<file path="config.mk">
export PLATFORM = sky130hd
export DESIGN_NAME = dst_addr_filter
export DESIGN_NICKNAME = d
export VERILOG_FILES = /design/src/rtl/mac_filt_pkg.sv /design/src/rtl/addr_octet_counter.sv /design/src/rtl/addr_octet_matcher.sv /design/src/rtl/filt_verdict.sv /design/src/rtl/dst_addr_filter.sv
export SDC_FILE = /design/constraint.sdc
export NUM_CORES = 1
export LEC_CHECK = 0
export BUFFER_PORTS_ARGS = -buffer_cell sky130_fd_sc_hd__buf_2
export CAP_MARGIN = 20
export CORE_MARGIN = 4
export CORE_UTILIZATION = 34
export CTS_BUF_LIST = sky130_fd_sc_hd__clkbuf_8
export CTS_CLUSTER_SIZE = 16
export DETAILED_ROUTE_END_ITERATION = 8
export PLACE_DENSITY = 0.69
export SYNTH_ARGS = -nofsm -noshare
export SYNTH_HDL_FRONTEND = slang
export SYNTH_SLANG_ARGS = --single-unit
export TNS_END_PERCENT = 5
</file>
<file path="constraint.sdc">
create_clock -name clk -period 3.2 [get_ports clk]
set_input_delay 0 -clock clk [delete_from_list [all_inputs] [get_ports clk]]
set_output_delay 0 -clock clk [all_outputs]
set_load 0.005 [all_outputs]
</file>
<file path="src/rtl/mac_filt_pkg.sv">
package mac_filt_pkg;
  localparam int unsigned OCTET_W   = 8;
  localparam int unsigned ADDR_OCTS = 6;
  typedef logic [OCTET_W-1:0] octet_t;
endpackage

</file>
<file path="src/rtl/addr_octet_counter.sv">
module addr_octet_counter #(
  parameter int unsigned NUM_OCTS = 6,
  localparam int unsigned CNT_W   = $clog2(NUM_OCTS + 1)
) (
  input  logic             clk,
  input  logic             rst_n,
  input  logic             rx_start,
  input  logic             rx_vld,
  output logic [CNT_W-1:0] oct_idx,
  output logic             in_addr,
  output logic             addr_done
);
  logic [CNT_W-1:0] idx_q, idx_d;
  logic             idx_en;

  assign in_addr   = (idx_q < CNT_W'(NUM_OCTS));
  assign addr_done = (idx_q == CNT_W'(NUM_OCTS));
  assign oct_idx   = idx_q;

  always_comb begin
    idx_en = 1'b0;
    idx_d  = idx_q;
    if (rx_start) begin
      idx_en = 1'b1;
      idx_d  = '0;
    end else if (rx_vld && in_addr) begin
      idx_en = 1'b1;
      idx_d  = idx_q + CNT_W'(1);
    end
  end

  always_ff @(posedge clk or negedge rst_n) begin
    if (!rst_n)      idx_q <= '0;
    else if (idx_en) idx_q <= idx_d;
  end
endmodule

</file>
<file path="src/rtl/addr_octet_matcher.sv">
module addr_octet_matcher
  import mac_filt_pkg::*;
#(
  parameter int unsigned NUM_OCTS = 6,
  localparam int unsigned ADDR_W  = NUM_OCTS * OCTET_W,
  localparam int unsigned CNT_W   = $clog2(NUM_OCTS + 1)
) (
  input  logic              clk,
  input  logic              rst_n,
  input  logic              rx_start,
  input  logic              rx_vld,
  input  octet_t            rx_byte,
  input  logic [ADDR_W-1:0] local_mac,
  input  logic [CNT_W-1:0]  oct_idx,
  input  logic              in_addr,
  output logic              uni_hit,
  output logic              grp_hit
);
  octet_t exp_oct [NUM_OCTS];
  octet_t exp_sel;

  // Byte i on the wire is compared with the i-th most significant octet.
  for (genvar g = 0; g < NUM_OCTS; g++) begin : g_oct
    assign exp_oct[g] = local_mac[ADDR_W-1-g*OCTET_W -: OCTET_W];
  end

  always_comb begin
    exp_sel = '0;
    for (int i = 0; i < NUM_OCTS; i++)
      if (oct_idx == CNT_W'(i)) exp_sel = exp_oct[i];
  end

  logic uni_q, uni_d, grp_q, grp_d, st_en;

  always_comb begin
    st_en = 1'b0;
    uni_d = uni_q;
    grp_d = grp_q;
    if (rx_start) begin
      st_en = 1'b1;
      uni_d = 1'b1;
      grp_d = 1'b0;
    end else if (rx_vld && in_addr) begin
      st_en = 1'b1;
      uni_d = uni_q & (rx_byte == exp_sel);
      if (oct_idx == '0) grp_d = rx_byte[0];
    end
  end

  always_ff @(posedge clk or negedge rst_n) begin
    if (!rst_n) begin
      uni_q <= 1'b1;
      grp_q <= 1'b0;
    end else if (st_en) begin
      uni_q <= uni_d;
      grp_q <= grp_d;
    end
  end

  assign uni_hit = uni_q;
  assign grp_hit = grp_q;
endmodule

</file>
<file path="src/rtl/filt_verdict.sv">
module filt_verdict (
  input  logic clk,
  input  logic rst_n,
  input  logic rx_end,
  input  logic rx_good,
  input  logic promisc_en,
  input  logic addr_done,
  input  logic uni_hit,
  input  logic grp_hit,
  output logic deliver,
  output logic drop
);
  logic accept, dlv_d, drp_d, dlv_q, drp_q;

  always_comb begin
    accept = promisc_en | (addr_done & (uni_hit | grp_hit));
    dlv_d  = rx_end & rx_good & accept;
    drp_d  = rx_end & ~(rx_good & accept);
  end

  always_ff @(posedge clk or negedge rst_n) begin
    if (!rst_n) begin
      dlv_q <= 1'b0;
      drp_q <= 1'b0;
    end else begin
      dlv_q <= dlv_d;
      drp_q <= drp_d;
    end
  end

  assign deliver = dlv_q;
  assign drop    = drp_q;
endmodule

</file>
<file path="src/rtl/dst_addr_filter.sv">
module dst_addr_filter
  import mac_filt_pkg::*;
#(
  parameter int unsigned NUM_OCTS = ADDR_OCTS,
  localparam int unsigned ADDR_W  = NUM_OCTS * OCTET_W,
  localparam int unsigned CNT_W   = $clog2(NUM_OCTS + 1)
) (
  input  logic              clk,
  input  logic              rst_n,
  input  logic              promisc_en,
  input  logic [ADDR_W-1:0] local_mac,
  input  logic              rx_start,
  input  logic              rx_vld,
  input  logic [7:0]        rx_byte,
  input  logic              rx_end,
  input  logic              rx_good,
  output logic              deliver,
  output logic              drop
);
  logic [CNT_W-1:0] oct_idx;
  logic             in_addr, addr_done, uni_hit, grp_hit;

  addr_octet_counter #(.NUM_OCTS(NUM_OCTS)) u_cnt (
    .clk(clk), .rst_n(rst_n), .rx_start(rx_start), .rx_vld(rx_vld),
    .oct_idx(oct_idx), .in_addr(in_addr), .addr_done(addr_done)
  );

  addr_octet_matcher #(.NUM_OCTS(NUM_OCTS)) u_match (
    .clk(clk), .rst_n(rst_n), .rx_start(rx_start), .rx_vld(rx_vld),
    .rx_byte(rx_byte), .local_mac(local_mac), .oct_idx(oct_idx),
    .in_addr(in_addr), .uni_hit(uni_hit), .grp_hit(grp_hit)
  );

  filt_verdict u_verdict (
    .clk(clk), .rst_n(rst_n), .rx_end(rx_end), .rx_good(rx_good),
    .promisc_en(promisc_en), .addr_done(addr_done), .uni_hit(uni_hit),
    .grp_hit(grp_hit), .deliver(deliver), .drop(drop)
  );
endmodule

</file>
After elaboration in Yosys (flattened, before gate mapping). Cells that the tools add are included.

Add/sub/neg operators: 1. Magnitude comparators: 1. Equal/unequal tests: 7. Multiplexer cells: 15. Bitwise operators: 9. Reductions and logical operators: 6.

Operator list (number): $mux W8 (6); $eq A3 B3 Y1 const B (3); $eq A8 B8 Y1 (1); $mux W1 (7); $and A1 B1 Y1 (6); $eq A3 B2 Y1 const B (2); $mux W3 (2); $reduce_bool A2 Y1 (2); $add A3 B1 Y3 const B (1); $eq A3 B1 Y1 const B (1); $logic_not A3 Y1 (1); $lt A3 B3 Y1 const B (1); $reduce_and A3 Y1 (1); $or A1 B1 Y1 (2); $reduce_and A2 Y1 (1); $logic_and A1 B1 Y1 (1); $not A1 Y1 (1).

Bits in registers: 7. Bits of input ports: 63. Output and inout bits: 2. Word-level logic and storage cells: 44.

Depth between registers and ports, before layout. Gate-level depths: netlist (run 1).

Depth in word-level cells: 11. Mapped depth: 11.

By module. Synthesis (run 1) repeated with hierarchy kept, for this count alone.

Cells, all modules: 127. Area total of the unflattened synthesis: 1099.8 um^2.

By module, submodules not included: addr_octet_matcher (instances 1, cells an instance 103, area each 842.1 um^2, seq. area each 51.3 um^2); addr_octet_counter (instances 1, cells an instance 18, area each 177.7 um^2, seq. area each 75.1 um^2); filt_verdict (instances 1, cells an instance 6, area each 80.1 um^2, seq. area each 50.0 um^2).

Least setup slack after synthesis (run 1). OpenSTA, ideal clock, no wires.

Path kind: flip-flop to flip-flop. Start point: register u_cnt.idx_q[0] (netlist: u_cnt.oct_idx[0]). End point: register u_match.uni_q (netlist: u_match.uni_hit). Arrival time: 2.180 ns. Required time: 3.133 ns. Setup slack: 0.952 ns. Stages on the path, launching flop included: 12. Buffers on the path: 2. Clock period less this slack: 2.248 ns. Path through: dfrtp_1 > ha_1 > ha_1 > buf_6 > or2_1 > buf_6 > a221o_1 > a31oi_1 > xor2_1 > nor4_1 > a211oi_1 > nor2_1.

Longest elaborated chain between the ends: 11. Elaborated cells between the ends (all ways): 22.

Ends and longest elaborated chain: from (decl) (RTL line addr_octet_counter.sv:13) `logic [CNT_W-1:0] idx_q, idx_d;`; from (signal assigned) (RTL line addr_octet_counter.sv:34) `else if (idx_en) idx_q <= idx_d;`; $logic_not A3 Y1 (RTL line addr_octet_matcher.sv:30) `if (oct_idx == CNT_W'(i)) exp_sel = exp_oct[i];`; $mux W8 (6 in series) (RTL line addr_octet_matcher.sv:30); $eq A8 B8 Y1 (RTL line addr_octet_matcher.sv:45) `uni_d = uni_q & (rx_byte == exp_sel);`; $and A1 B1 Y1 (RTL line addr_octet_matcher.sv:45); $mux W1 (RTL line addr_octet_matcher.sv:43) `end else if (rx_vld && in_addr) begin`; $mux W1 (RTL line addr_octet_matcher.sv:39) `if (rx_start) begin`; to (signal assigned) (RTL line addr_octet_matcher.sv:55) `uni_q <= uni_d;`; to (decl) (RTL line addr_octet_matcher.sv:33) `logic uni_q, uni_d, grp_q, grp_d, st_en;`.

Several ways; a longest one is shown, not always the timed one. The select of a mux whose other input is x is not followed. A chain may end at the register's enable or synchronous reset.

Final worst setup path (run 1).
Start point: register u_cnt.idx_q[1] (netlist: u_cnt.oct_idx[1]). End point: register u_match.uni_q (netlist: u_match.uni_hit).

The elaborated chain is that of the path after synthesis.

==> results of run 1 <==
[Yosys cell counts, types with 5 or more instances]
cell       n  area share
a21oi_1    9       0.050
o32ai_1    7       0.068
nand3b_1   9       0.075
nand2_1   11       0.046
xor2_1     8       0.078
a31oi_1    8       0.056
inv_2      8       0.034
ha_1       5       0.070
dfrtp_1    6        0.17
a221o_1    8       0.089
buf_2      5       0.028
nor2_1     6       0.025
[critical path, delay by kind of cell, from the launching register on]
family,cells,cell delay (ns)
AO/OA/AOI/OAI,4,0.84
XOR/XNOR,1,0.10
adder cells (fa/ha/maj),1,0.73
buffers and inverters,1,0.12
flip-flops,1,0.40
AND/OR/NAND/NOR,2,0.50
[report_power, final]
group	internal [mW]	total, mW	switching [mW]
Sequential	0.0960	0.100	0.00437
Combinational	0.0924	0.182	0.0892
Clock	0.0828	0.120	0.0371
[flip-flops by register name (all words and copies together) (netlist names)]
signal and count:
u_cnt.oct_idx 3, u_match.grp_hit 1, u_verdict.deliver 1, u_match.uni_hit 1, u_verdict.drop 1
[metal layers]
layer,global-route usage,wire length (um),up-vias,part of all wire
met5,0,0,-,0
met4,0.0583,20,0,0.0069
met3,0.0327,394,2,0.14
met2,0.259,1270,61,0.44
met1,0.224,1220,478,0.42
li1,-,-,543,-
[logic make-up after synthesis]
kind of cell / after synthesis / share of synthesized area
xor+xnor: 9 / 0.0880
fa+ha+maj: 5 / 0.0698
buf+inv: 20 / 0.117
simple gates: 32 / 0.187
mux: 1 / 0.0112
compound gates: 40 / 0.330
flops: 7 / 0.197
[layout make-up]
cell class              count  area (um2)
clock buffers               3        41.3
well taps                  30        37.5
multi-input cells          87         614
repair buffers             65         330
clock inverters             1        3.75
fillers                   256        1250
flip-flops and latches      7         176
inverters                  12        46.3
[metrics by stage]
step | power [mW] | area [um2] | std cells
global route | 0.436 | 1250 | 205
global placement | 0.275 | 1190 | 200
detailed placement | 0.281 | 1190 | 200
finish | 0.402 | 1250 | 205
floorplan | 0.222 | 896 | 114
CTS | 0.407 | 1250 | 205
[placed cells by master (no fill, tap or decap), types with 2 or more instances in the layout]
cell / count
dfrtp_1: 6
clkbuf_8: 3
nor4_1: 2
ha_1: 5
nor2_1: 6
inv_2: 8
nand2_1: 11
inv_1: 4
xor2_1: 8
buf_2: 64
nand3b_1: 9
a221o_1: 8
a21oi_1: 9
a31oi_1: 8
o32ai_1: 7
[final timing paths]
check,from,to,slack (ns),cells past startpoint
min reg2reg,u_match.uni_hit$_DFFE_PN1P_,u_match.uni_hit$_DFFE_PN1P_,0.50,2
max in group asynchronous,rst_n,u_match.uni_hit$_DFFE_PN1P_,2.84,2
min,rx_end,u_verdict.deliver$_DFF_PN0_,0.001,3
max,u_cnt.oct_idx[1]$_DFFE_PN0P_,u_match.uni_hit$_DFFE_PN1P_,0.41,9
max reg2reg,u_cnt.oct_idx[1]$_DFFE_PN0P_,u_match.uni_hit$_DFFE_PN1P_,0.41,9
min in group asynchronous,rst_n,u_cnt.oct_idx[0]$_DFFE_PN0P_,0.13,2
[what timing repair did]
| item | 4_1_cts | 5_1_grt |
|---|---|---|
| endpoints found under the hold margin | 7 | 0 |
| setup buffers | 0 | 0 |
| hold buffers | 1 | 0 |
==> qor.txt, run 1 <==
status - complete, no violations
PostCTS Resize Cnt - 0
Starting Density - 0.358
register area share after synthesis - 0.197
warnings from Yosys - 0
DP HPWL - 2.37 mm
Post-synth EDFFs - 0
Core Area - 2500 um2
Num CTS Buffers - 3
setup violators final - 0
Tcrit/Tclk final - 0.871
DR vias - 1084
I/O Buffers - 64
NumNets Final - 244
Area Overhead vs Synth - 39.5%
GRT overflow - 0
pwr dens - 322 nW/um2
CP arrival - 2.94 ns
Clock Latency Late Sink - 0.23 ns
root buffer cell - clkbuf_8
Initial DRC Count - 73
gp weighted congestion - 0.863
largest net degree at the start of global routing - 28
number of global-route vias before repair - 1042
Hold Slack - 0.00125 ns
ys flop type - dfrtp_1
routed wire length per instance - 14.2 um
drt first pass iters - 4
syn_area_per_cell - 7.86 um2
final worst path period need - 2.79 ns
DRT Wirelength - 2.90 mm
Layout Utilization - 0.500
Max H-tree Level - 1
dpl ws - 0.416 ns
max-cap violations - 0
Max VDD drop - 0.307 mV
drt drc - 0
CTS Buffer Depth - 2
# rows - 18
Rel. slew slack - 0.430
Max stage delay on crit path - 0.73 ns
vias per std cell - 5.29
P_leak - 0.627 nW
Worst-Margin Slew - 0.855 ns
Die W - 59.3 um
io pins - 65
Cells after Synth - 114
crit start category - flop
Final ANT Viol Nets - 0
TNS Setup - 0 ns
Ant. Diodes - 0
RSZ-0062 raised after global routing - no
Max Freq - 359 MHz
Netlist Area Pre-Place - 896 um2
Hold/Removal Path Class - primary input to flop
Crit Path Class - flop to flop
CP Capture Type - flop
Critical Path, Cell by Cell - inv_1 > ha_1 > a21oi_1 > a221o_1 > a31oi_1 > xor2_1 > nor4_1 > a211oi_1 > nor2_1
CP max-delay cell - ha_1
CTS tree - yes
die height - 59.3 um
layout cells sized above 1 - 0.446
count of different cell masters after synthesis - 31
die area - 3520 um2
clk sinks - 7
gr usage total - 0.165
global-route wire length before repair - 4.55 mm
Slew Limit Fails - 0
required time of the critical path - 3.35 ns
initial antenna violation count - 0
Mapped Nets - 182
clock-pin slew on the worst setup and hold paths - 0.04 ns
peak fanout along the critical path - 27
Setup WS post-layout - 0.411 ns
fraction of registers with async set/reset - 1.00
Setup Skew - 0.00263 ns
number of synthesized register bits - 7
final hold viol count - 0
No activity file was read; power rests on OpenSTA's default activity.
==> inputs of run 2 (changes only) <==
ABC_AREA = 1   (was not set)
PLACE_DENSITY = not set   (was 0.69)
==> qor.txt, run 2 <==
CTS tree - yes
WHS Path Cells - 3
I/O Buffers - 64
GRT overflow - 0
P_sw - 0.172 mW
Initial DRC Count - 95
DP Area - 1500 um2
Hold Slack - 0.00726 ns
Core Area - 3150 um2
Worst-Margin Slew - 0.469 ns
Rel. slew slack - 0.687
post-route cell area - 1560 um2
Cells after Synth - 231
Max VDD drop - 0.248 mV
reg2reg setup slack - 0.82 ns
drt drc - 0
Slew Limit Fails - 0
vias per std cell - 4.31
Final ANT Viol Nets - 0
Max stage delay on crit path - 0.61 ns
sequential share of power - 0.235
most frequent cell after synthesis - nand2_1
Largest register FFs - 3
Logic pwr share - 0.496
status - complete, no violations
syn_area_per_cell - 5.01 um2
setup violators final - 0
Post-synth EDFFs - 0
CP arrival - 2.55 ns
Max H-tree Level - 1
Worst Reg-to-Reg Cells - 19
Mapped Nets - 299
DP HPWL - 2.77 mm
most instantiated cells after synthesis - nand2_1, inv_1, nand3_1
Area Overhead vs Synth - 34.8%
Clk network pwr share - 0.270
required time of the critical path - 3.37 ns
final worst path period need - 2.38 ns
TNS Setup - 0 ns
io pins - 65
CTS Buffer Depth - 2
Crit Path Class - flop to flop
Pint - 0.269 mW
dpl ws - 0.826 ns
largest net degree at the start of global routing - 17
register area share after synthesis - 0.152
peak fanout along the critical path - 14
crit start category - flop
count of different cell masters after synthesis - 22
final hold viol count - 0
# rows - 20
clk sinks - 7
Synth top area share - 0.354
routed wire length per instance - 9.83 um
largest cells by area after synthesis - nand2_1, dfrtp_1, inv_1
Critical Path, Cell by Cell - inv_2 > ha_1 > inv_1 > o21ai_0 > inv_1 > nand2_1 > nand2_1 > nand2_1 > nand2_1 > nand2_1 > nand2_1 > nand2_1 > inv_1 > nand2_1 > nor2_1 > nand2_1 > nand2_1 > nand2_1 > nand2_1
die height - 66.3 um
number of synthesized register bits - 7
layout cells sized above 1 - 0.265
Setup Skew - 0.00110 ns
overall power - 0.441 mW
CP most frequent cell - nand2_1
max-cap violations - 0
NumNets Final - 363
pwr dens - 283 nW/um2
commonest non-fill, non-tap cell in the layout - nand2_1
Max Freq - 420 MHz
initial antenna violation count - 0
fraction of registers with async set/reset - 1.00
Clock Latency Late Sink - 0.22 ns
Num CTS Buffers - 3
CP max-delay cell - dfrtp_1
gp weighted congestion - 0.810
gr usage total - 0.154
Setup WS post-layout - 0.817 ns
drt first pass iters - 4
leading cell types in the layout, fill and taps excluded - nand2_1, buf_2, inv_1, nand3_1, o21ai_0
warnings from Yosys - 0
area leader, netlist - nand2_1
number of global-route vias before repair - 1318
Post-CTS Setup Bufs - 0
die area - 4400 um2
ys flop type - dfrtp_1
DRT Wirelength - 3.32 mm
clock-pin slew on the worst setup and hold paths - 0.04 ns
r2r endpoint - u_match.uni_hit$_DFFE_PN1P_
Tcrit/Tclk final - 0.745
CP Capture Type - flop
P_leak - 1.02 nW
Hold EP - u_verdict.drop$_DFF_PN0_
CP bufs+invs - 4
Hold/Removal Path Class - primary input to flop
family with the most delay on the worst path - simple AND/OR/NAND/NOR gates
min-delay src - rx_end
RSZ-0062 raised after global routing - no
Netlist Area Pre-Place - 1160 um2
Die W - 66.3 um
Sw Share - 0.389
DR vias - 1456
Ant. Diodes - 0
global-route wire length before repair - 5.46 mm
Starting Density - 0.367
reg2reg start - u_cnt.oct_idx[2]$_DFFE_PN0P_
root buffer cell - clkbuf_8
-- run 2: cell type report --
| class | count | area (um2) |
|---|---|---|
| inverter | 45 | 169 |
| clock buffer | 3 | 41.3 |
| timing repair buffer | 66 | 340 |
| multi-input combinational | 172 | 774 |
| tap | 44 | 55.1 |
| sequential | 7 | 176 |
| clock inverter | 1 | 3.75 |
| fill | 362 | 1590 |
-- run 2: what timing repair did --
item / in CTS / in global routing
endpoints found under the hold margin: 8 / 0
gates resized for setup: 0 / 0
hold buffers: 2 / 0
-- run 2: stage by stage --
stage,cells,util
after floorplan,231,-
after global placement,332,0.474
after detailed placement,332,0.474
after CTS,338,0.495
after global routing,338,0.495
final,338,0.495
-- run 2: worst max path at each step --
stage                                       startpoint  cells after the start                     endpoint  slack, ns
after detailed placement  u_cnt.oct_idx[2]$_DFFE_PN0P_                     19  u_match.uni_hit$_DFFE_PN1P_       0.83
after floorplan           u_cnt.oct_idx[2]$_DFFE_PN0P_                     21  u_match.uni_hit$_DFFE_PN1P_       1.30
after global placement    u_cnt.oct_idx[0]$_DFFE_PN0P_                     20  u_match.uni_hit$_DFFE_PN1P_       0.86
after CTS                 u_cnt.oct_idx[2]$_DFFE_PN0P_                     19  u_match.uni_hit$_DFFE_PN1P_       0.80
after global routing      u_cnt.oct_idx[2]$_DFFE_PN0P_                     19  u_match.uni_hit$_DFFE_PN1P_       0.43
final                     u_cnt.oct_idx[2]$_DFFE_PN0P_                     19  u_match.uni_hit$_DFFE_PN1P_       0.82
-- run 2: metal layers --
layer / global-route usage / wire (um) / vias up / share of wire
met2: 0.260 / 1490 / 37 / 0.45
met3: 0.0238 / 218 / 4 / 0.066
met1: 0.206 / 1600 / 599 / 0.48
met4: 0.0305 / 19 / 0 / 0.0057
li1: - / - / 816 / -
met5: 0 / 0 / - / 0
-- run 2: cell families (layout without fill, tap and decap cells) --
logic type / after synthesis / in the layout / synth area share
AO/OA/AOI/OAI: 18 / 18 / 0.0822
adder cells (fa/ha/maj): 5 / 5 / 0.0541
buffers and inverters: 52 / 115 / 0.178
flip-flops: 7 / 7 / 0.152
AND/OR/NAND/NOR: 149 / 149 / 0.533
-- run 2: power groups by stage --
stage	sequential, mW	clock (mW)	combinational [mW]
2_1_floorplan	0.101	0	0.151
3_3_place_gp	0.104	0	0.219
3_5_place_dp	0.105	0	0.219
4_1_cts	0.103	0.122	0.222
5_1_grt	0.105	0.130	0.262
6_report	0.104	0.119	0.219
-- run 2: worst reg2reg max path: stages, from the launching register on --
cell     delay (ns)
dfrtp_1        0.61
inv_2          0.22
ha_1           0.35
inv_1          0.20
o21ai_0        0.11
inv_1          0.06
nand2_1        0.05
nand2_1        0.05
nand2_1        0.05
nand2_1        0.09
nand2_1        0.06
nand2_1        0.05
nand2_1        0.04
inv_1          0.04
nand2_1        0.04
nor2_1         0.09
nand2_1        0.06
nand2_1        0.05
nand2_1        0.05
nand2_1        0.05
